File: config.mk
export PLATFORM = sky130hd
export DESIGN_NAME = sadc_conv_timer
export DESIGN_NICKNAME = d
export VERILOG_FILES = /design/src/rtl/sadc_conv_timer.sv
export SDC_FILE = /design/constraint.sdc
export NUM_CORES = 1
export LEC_CHECK = 0
export ABC_AREA = 1
export BUFFER_PORTS_ARGS = -buffer_cell sky130_fd_sc_hd__buf_2
export CORE_AREA = 4 4 41 43
export DETAILED_ROUTE_END_ITERATION = 12
export DIE_AREA = 0 0 45 47
export PLACE_DENSITY = 0.77
export SETUP_SLACK_MARGIN = 0.2
export SYNTH_ARGS = -nofsm -noshare
export SYNTH_HDL_FRONTEND = slang
export SYNTH_SLANG_ARGS = --single-unit
File: constraint.sdc
create_clock -name clk -period 1.7 [get_ports clk]
set_input_delay 0.085 -clock clk [delete_from_list [all_inputs] [get_ports clk]]
set_output_delay 0.085 -clock clk [all_outputs]
set_load 0.02 [all_outputs]
File: src/rtl/sadc_conv_timer.sv
module sadc_conv_timer #(
  parameter int unsigned CONV_CLKS = 325
) (
  input  logic clk,
  input  logic rst_n,
  input  logic start_i,
  input  logic clear_i,
  output logic done_o
);
  localparam int unsigned CNT_W = $clog2(CONV_CLKS + 1);

  logic [CNT_W-1:0] cnt_q, cnt_d;
  logic             busy_q, busy_d;

  assign done_o = busy_q && (cnt_q == '0);

  always_comb begin
    cnt_d  = cnt_q;
    busy_d = busy_q;
    if (clear_i) begin
      busy_d = 1'b0;
      cnt_d  = '0;
    end else if (start_i) begin
      busy_d = 1'b1;
      cnt_d  = CNT_W'(CONV_CLKS - 1);
    end else if (busy_q) begin
      if (cnt_q == '0) busy_d = 1'b0;
      else             cnt_d  = cnt_q - 1'b1;
    end
  end

  always_ff @(posedge clk or negedge rst_n) begin
    if (!rst_n) begin
      cnt_q  <= '0;
      busy_q <= 1'b0;
    end else begin
      cnt_q  <= cnt_d;
      busy_q <= busy_d;
    end
  end


  conv_countdown_chk: assert property (@(posedge clk) disable iff (!rst_n)
    (busy_q && cnt_q != '0 && !clear_i && !start_i) |=> (cnt_q == $past(cnt_q) - 1'b1));


  conv_start_chk: assert property (@(posedge clk) disable iff (!rst_n)
    (start_i && !clear_i) |=> (busy_q && !done_o));
endmodule

==> metrics.md, run 1 <==
| Metric | Value |
|---|---|
| Starting density of the core | 49.1% |
| Top delay family on crit path | simple AND/OR/NAND/NOR gates |
| Ports | 5 |
| Critical path cell sequence | nor2_4 > nand2_4 > nor2_4 > nand2_4 > nor2_2 > buf_6 |
| DR WL/cell | 12.8 µm |
| Worst setup endpoint | done_o |
| Final setup vio count | 0 |
| Fmax | 688 MHz |
| Vias in the first global route | 621 |
| Maximum root-to-sink buffer count | 2 |
| Sequential power share | 38.6% |
| RSZ-0062 raised after global routing | true |
| Die width | 45 µm |
| Switching Fraction | 36.8% |
| Fin crit period | 1.45 ns |
| Root Driver | clkbuf_4 |
| Max-Cap Viols | 0 |
| Start of the worst register-to-register path | cnt_q[3] |
| WS Path Type | register to output port |
| Syn. warnings | 0 |
| Setup crit end kind | output port |
| Cts bufs inserted | 3 |
| Antenna cell count | 0 |
| Yosys top cell by area | dfrtp_1 |
| Unique masters post-synth | 17 |
| Hold WS | 0.0141 ns |
| Final setup TNS | 0 ns |
| Drt pass-1 iters | 4 |
| Util after Layout | 66.0% |
| Leak | 0.425 nW |
| Syn Inst Count | 91 |
| Hold crit path type | input pin to register |
| CTS Sinks | 10 |
| Post-synthesis sequential area ratio | 39.1% |
| GP Congestion | 0.813 |
| Most common cell in the netlist | nand2_1 |
| FFs w/ async S/R, synth | 100% |
| I/O Buffers | 4 |
| Mapped Area | 639 µm² |
| Slowest stage delay, CP | 0.45 ns |
| Startpoint Class | register |
| Crit Reg-Reg Endpoint | cnt_q[3] |
| Standard-cell rows | 13 |
| EDFF count, synth | 0 |
| Later-pin clock latency in the skew report | 0.27 ns |
| Placement Cell Area | 674 µm² |
| DRC violations left | 0 |
| Register bit total from synthesis | 10 |
| Synth top area share | 39.1% |
| CP Buf/Inv Count | 1 |
| Req. time, crit path | 1.62 ns |
| Most used DFF post-synth | dfrtp_1 |
| Post-synth top cells | nand2_1 (28), inv_1 (11), dfrtp_1 (10) |
| Drt total wl | 1610 µm |
| P_int | 487 µW |
| Maximum VDD drop | 0.446 mV |
| Top cells by area, synth | dfrtp_1 (39%), nand2_1 (16%), nand3_1 (7.0%) |
| Worst clock skew | 0.00346 ns |
| Syn nets | 96 |
| Arrival time at the worst endpoint | 1.37 ns |
| Vias per cell | 5.35 |
| Reg2Reg Setup Slack | 0.27 ns |
| Htree depth | 1 |
| TritonCTS clock tree | done |
| Slew @ Worst Pin | 0.279 ns |
| Core Footprint | 0.00130 mm² |
| Switching power | 284 µW |
| Combinational Power Share | 40.3% |
| Largest net degree at the start of global routing | 11 |
| Design area | 858 µm² |
| GRT overflow | 0 |
| Floorplan die height | 47 µm |
| Dpl hpwl | 1000 µm |
| Critical path depth in cells | 6 |
| DRT antenna net count | 0 |
| Clk slew on worst S/H paths | 0.06 ns |
| Worst-case reg-to-reg path depth | 9 |
| Layout area overhead | 34.2% |
| Die area | 0.00212 mm² |
| Status | finished clean |
| Global-route wire length before repair | 2570 µm |
| Vias | 674 |
| Nets | 118 |
| Initial antenna violation count | 0 |
| 1st-iter DRT viols | 19 |
| Max Fanout on Critical Path | 4 |
| Final Hold Viols | 0 |
| Crit. Startpoint | cnt_q[3] |
| Pwr dens | 898 mW/mm² |
| Pins Over Slew Limit | 0 |
| Syn avg cell area | 7.03 µm² |
| Share of power burned in the clock network | 21.1% |
| Slowest-stage cell, CP | dfrtp_2 |
| Max-slew headroom | 81.3% |
| Filler cells | 100 |
| GRT Overall Usage | 17.2% |
| Final cycle utilization of the critical path | 85.4% |
| Layout cells sized above 1 | 30.6% |
-- how the worst min path moves through the flow --
stage	start	to	cells after the start	slack (ns)
2_1_floorplan	rst_n	busy_q	0	-0.21
3_3_place_gp	rst_n	cnt_q[4]	1	-0.04
3_5_place_dp	rst_n	cnt_q[4]	1	-0.04
4_1_cts	clear_i	busy_q	2	0.007
5_1_grt	clear_i	busy_q	2	0.02
6_report	clear_i	busy_q	2	0.01
-- stage by stage --
stage | power, mW | std cells | setup slack [ns]
after floorplan | 0.451 | 91 | 0.208
after global placement | 0.493 | 110 | 0.0819
after detailed placement | 0.501 | 110 | 0.0276
after CTS | 0.709 | 122 | 0.204
after global routing | 0.822 | 126 | 0.181
final | 0.771 | 126 | 0.247
-- power by group through the flow --
stage / combinational, mW / clock, mW / sequential (mW)
floorplan: 0.159 / 0 / 0.292
CTS: 0.253 / 0.163 / 0.292
finish: 0.310 / 0.163 / 0.297
detailed placement: 0.200 / 0 / 0.301
global route: 0.342 / 0.179 / 0.301
global placement: 0.193 / 0 / 0.300
-- per-layer routing --
metal / vias up / routed length, µm / GRT usage [%]
met5: - / 0 / 0
met4: 0 / 68 / 11.7
met3: 9 / 62 / 2.68
met2: 16 / 814 / 28.0
met1: 318 / 667 / 20.9
li1: 331 / - / -
-- flip-flops by register name (all words and copies together), names as in the netlist --
signal,cells
busy_q,1
cnt_q,9
-- placed cells by master (no fill, tap or decap), drive strengths merged --
cell / count
dfrtp: 10
ha: 1
nand2: 30
buf: 17
clkinv: 1
nor3: 1
o21ai: 9
clkbuf: 3
a21oi: 3
nand3: 9
dlygate4sd3: 1
xor2: 1
inv: 11
nand4: 3
nor2: 11
-- final cells by class --
type	instances	area, µm²	share of cell area (%)
Clock buffer	3	22.5	2.62
Tap cell	15	18.8	2.19
Inverter	12	45.0	5.25
Sequential cell	10	251	29.3
Multi-Input combinational cell	68	370	43.1
Timing Repair Buffer	18	150	17.5
-- logic make-up after synthesis --
family / share of synthesized area (%)
and+or+nand+nor: 36.4
adders and majority gates: 1.96
buffers and inverters: 8.81
DFF: 39.1
AOI/OAI and AO/OA: 12.3
xor gates and xnor gates: 1.37
-- timing repair --
| action | 4_1_cts | 5_1_grt |
|---|---|---|
| hold endpoints to repair | 10 | 0 |
| setup buffers | 8 | 4 |
| hold buffers | 1 | 0 |
| resized for setup | 5 | 10 |
| gates cloned | 0 | 0 |
| endpoints found under the setup margin | 10 | 9 |
| pin swaps | 6 | 8 |
No activity file was read; power rests on OpenSTA's default activity.
==> run 2, diff against run 1 <==
- PLACE_DENSITY: 0.77 -> not set
- PLACE_DENSITY_LB_ADDON: not set -> 0.12
- RECOVER_POWER: not set -> 25
==> metrics.md, run 2 (synthesis results as in run 1) <==
| Metric | Value |
|---|---|
| DR WL/cell | 12.9 µm (was 12.8 µm) |
| Crit Reg-Reg Endpoint | cnt_q[4] (was cnt_q[3]) |
| Pre-CTS WS | 0.213 ns (was 0.0276 ns) |
| Post-route setup slack | 0.222 ns (was 0.247 ns) |
| GRT overflow | 0 (unchanged) |
| DR top layer | met4 (unchanged) |
| Global-route wire length before repair | 2420 µm (was 2570 µm) |
| Initial antenna violation count | 0 (unchanged) |
| Startpoint Class | register (unchanged) |
| Later-pin clock latency in the skew report | 0.29 ns (was 0.27 ns) |
| Pwr dens | 962 mW/mm² (was 898 mW/mm²) |
| Layout area overhead | 32.5% (was 34.2%) |
| Antenna cell count | 0 (unchanged) |
| Met3 WL | 73 µm (was 62 µm) |
| DR WL met2 | 817 µm (was 814 µm) |
| Tot Pwr | 814 µW (was 771 µW) |
| Fin crit period | 1.48 ns (was 1.45 ns) |
| Setup crit end kind | output port (unchanged) |
| HP Start | clear_i (unchanged) |
| Share of power burned in the clock network | 28.1% (was 21.1%) |
| Placed Cells | 112 (was 110) |
| Drt total wl | 1620 µm (was 1610 µm) |
| Hold WS | 0.00264 ns (was 0.0141 ns) |
| Switching power | 294 µW (was 284 µW) |
| GRT Overall Usage | 16.1% (was 17.2%) |
| Top Registers | cnt_q x9, busy_q x1 (unchanged) |
| Final cycle utilization of the critical path | 86.9% (was 85.4%) |
| Clk slew on worst S/H paths | 0.07 ns (was 0.06 ns) |
| GP Congestion | 0.798 (was 0.813) |
| Dpl hpwl | 1020 µm (was 1000 µm) |
| RSZ-0062 raised after global routing | true (unchanged) |
| I/O Buffers | 4 (unchanged) |
| WS Path Type | register to output port (unchanged) |
| Leak | 0.412 nW (was 0.425 nW) |
| Switching Fraction | 36.1% (was 36.8%) |
| Cts bufs inserted | 3 (unchanged) |
| Worst clock skew | 0.00738 ns (was 0.00346 ns) |
| Worst-case reg-to-reg path depth | 9 (unchanged) |
| Hold crit path type | input pin to register (unchanged) |
| DRT antenna net count | 0 (unchanged) |
| Arrival time at the worst endpoint | 1.39 ns (was 1.37 ns) |
| Req. time, crit path | 1.62 ns (about the same) |
| Maximum VDD drop | 0.578 mV (was 0.446 mV) |
| Combinational Power Share | 35.0% (was 40.3%) |
| Die area | 0.00212 mm² (unchanged) |
| Starting density of the core | 49.1% (unchanged) |
| Drt pass-1 iters | 4 (unchanged) |
| Slew @ Worst Pin | 0.558 ns (was 0.279 ns) |
| Commonest non-fill, non-tap cell in the layout | nand2_1 (unchanged) |
| Fmax | 677 MHz (was 688 MHz) |
| Max reg flops | 9 (unchanged) |
| Largest net degree at the start of global routing | 11 (unchanged) |
| Final setup TNS | 0 ns (unchanged) |
| Status | finished clean (unchanged) |
| Floorplan die height | 47 µm (unchanged) |
| Worst hold endpoint | busy_q (unchanged) |
| Reg with most FFs | cnt_q (unchanged) |
| Max-Cap Viols | 0 (unchanged) |
| Standard-cell rows | 13 (unchanged) |
| Start of the worst register-to-register path | cnt_q[0] (was cnt_q[3]) |
| Non-filler cells, final | 125 (was 126) |
| Final Hold Viols | 0 (unchanged) |
| Layout cells sized above 1 | 30.0% (was 30.6%) |
| Root Driver | clkbuf_4 (unchanged) |
| Reg2Reg Setup Slack | 0.28 ns (was 0.27 ns) |
| Pins Over Slew Limit | 0 (unchanged) |
| Maximum root-to-sink buffer count | 2 (unchanged) |
| Vias | 671 (was 674) |
| Worst Hold Depth | 2 (unchanged) |
| Htree depth | 1 (unchanged) |
| Most frequent cells in the layout | nand2_1 (28), buf_4 (11), inv_1 (9), nand3_1 (9) (was nand2_1 (28), buf_4 (11), nand3_1 (9), dfrtp_1 (9), inv_1 (8)) |
| Max-slew headroom | 62.8% (was 81.3%) |
| Nets | 116 (was 118) |
| Core Footprint | 0.00130 mm² (unchanged) |
| TritonCTS clock tree | done (unchanged) |
| Ports | 5 (unchanged) |
| Die width | 45 µm (unchanged) |
| 1st-iter DRT viols | 15 (was 19) |
| Vias per cell | 5.37 (was 5.35) |
| DRC violations left | 0 (unchanged) |
| Wl on met1 | 672 µm (was 667 µm) |
| Vias in the first global route | 564 (was 621) |
| Final setup vio count | 0 (unchanged) |
| P_int | 520 µW (was 487 µW) |
| CTS Sinks | 10 (unchanged) |
| Sequential power share | 36.9% (was 38.6%) |
| Max Fanout on Critical Path | 3 (was 4) |
==> run 2: power groups by stage <==
stage                     Sequential [mW]  Clock (mW)  Combinational (mW)
after global routing                0.306       0.244               0.320
after global placement              0.300           0               0.202
after floorplan                     0.292           0               0.159
after detailed placement            0.301           0               0.202
final                               0.300       0.229               0.285
after CTS                           0.296       0.228               0.222
==> run 2: how the worst max path moves through the flow <==
stage	start	slack, ns	endpoint
detailed placement	cnt_q[0]	0.21	cnt_q[6]
CTS	cnt_q[4]	0.20	done_o
finish	cnt_q[0]	0.22	done_o
global placement	cnt_q[0]	0.26	cnt_q[2]
floorplan	cnt_q[0]	0.21	cnt_q[4]
global route	cnt_q[0]	0.14	done_o
==> run 2: critical path: stages, from the launching register on <==
cell	delay, ns
dfrtp_1	0.39
inv_2	0.09
ha_4	0.15
nand2_4	0.06
nor2_4	0.12
nand2_4	0.08
nor2_4	0.11
buf_6	0.12
==> run 2: metrics by stage <==
step                cell area (µm²)  utilization (%)
floorplan                       639                -
global placement                689             53.0
detailed placement              689             53.0
CTS                             763             58.7
global route                    847             65.1
finish                          847             65.1
==> run 2: timing repair <==
action | 4_1_cts | 5_1_grt
pin swaps | 3 | 6
endpoints found under the hold margin | 10 | 0
hold buffers | 1 | 0
resized for setup | 4 | 12
buffers inserted | 3 | 5
endpoints found under the setup margin | 1 | 10
==> run 2: layer usage <==
layer / vias to the layer above / global-route usage (%)
met2: 14 / 26.6
li1: 328 / -
met5: - / 0
met4: 0 / 7.02
met3: 6 / 5.75
met1: 323 / 19.0
==> run 2: area by class of cell <==
type,count,area (µm²)
clock buffer,4,36.3
fill,113,454
timing repair buffer,16,118
inverter,12,45.0
tap,15,18.8
multi-input combinational,68,375
sequential,10,254
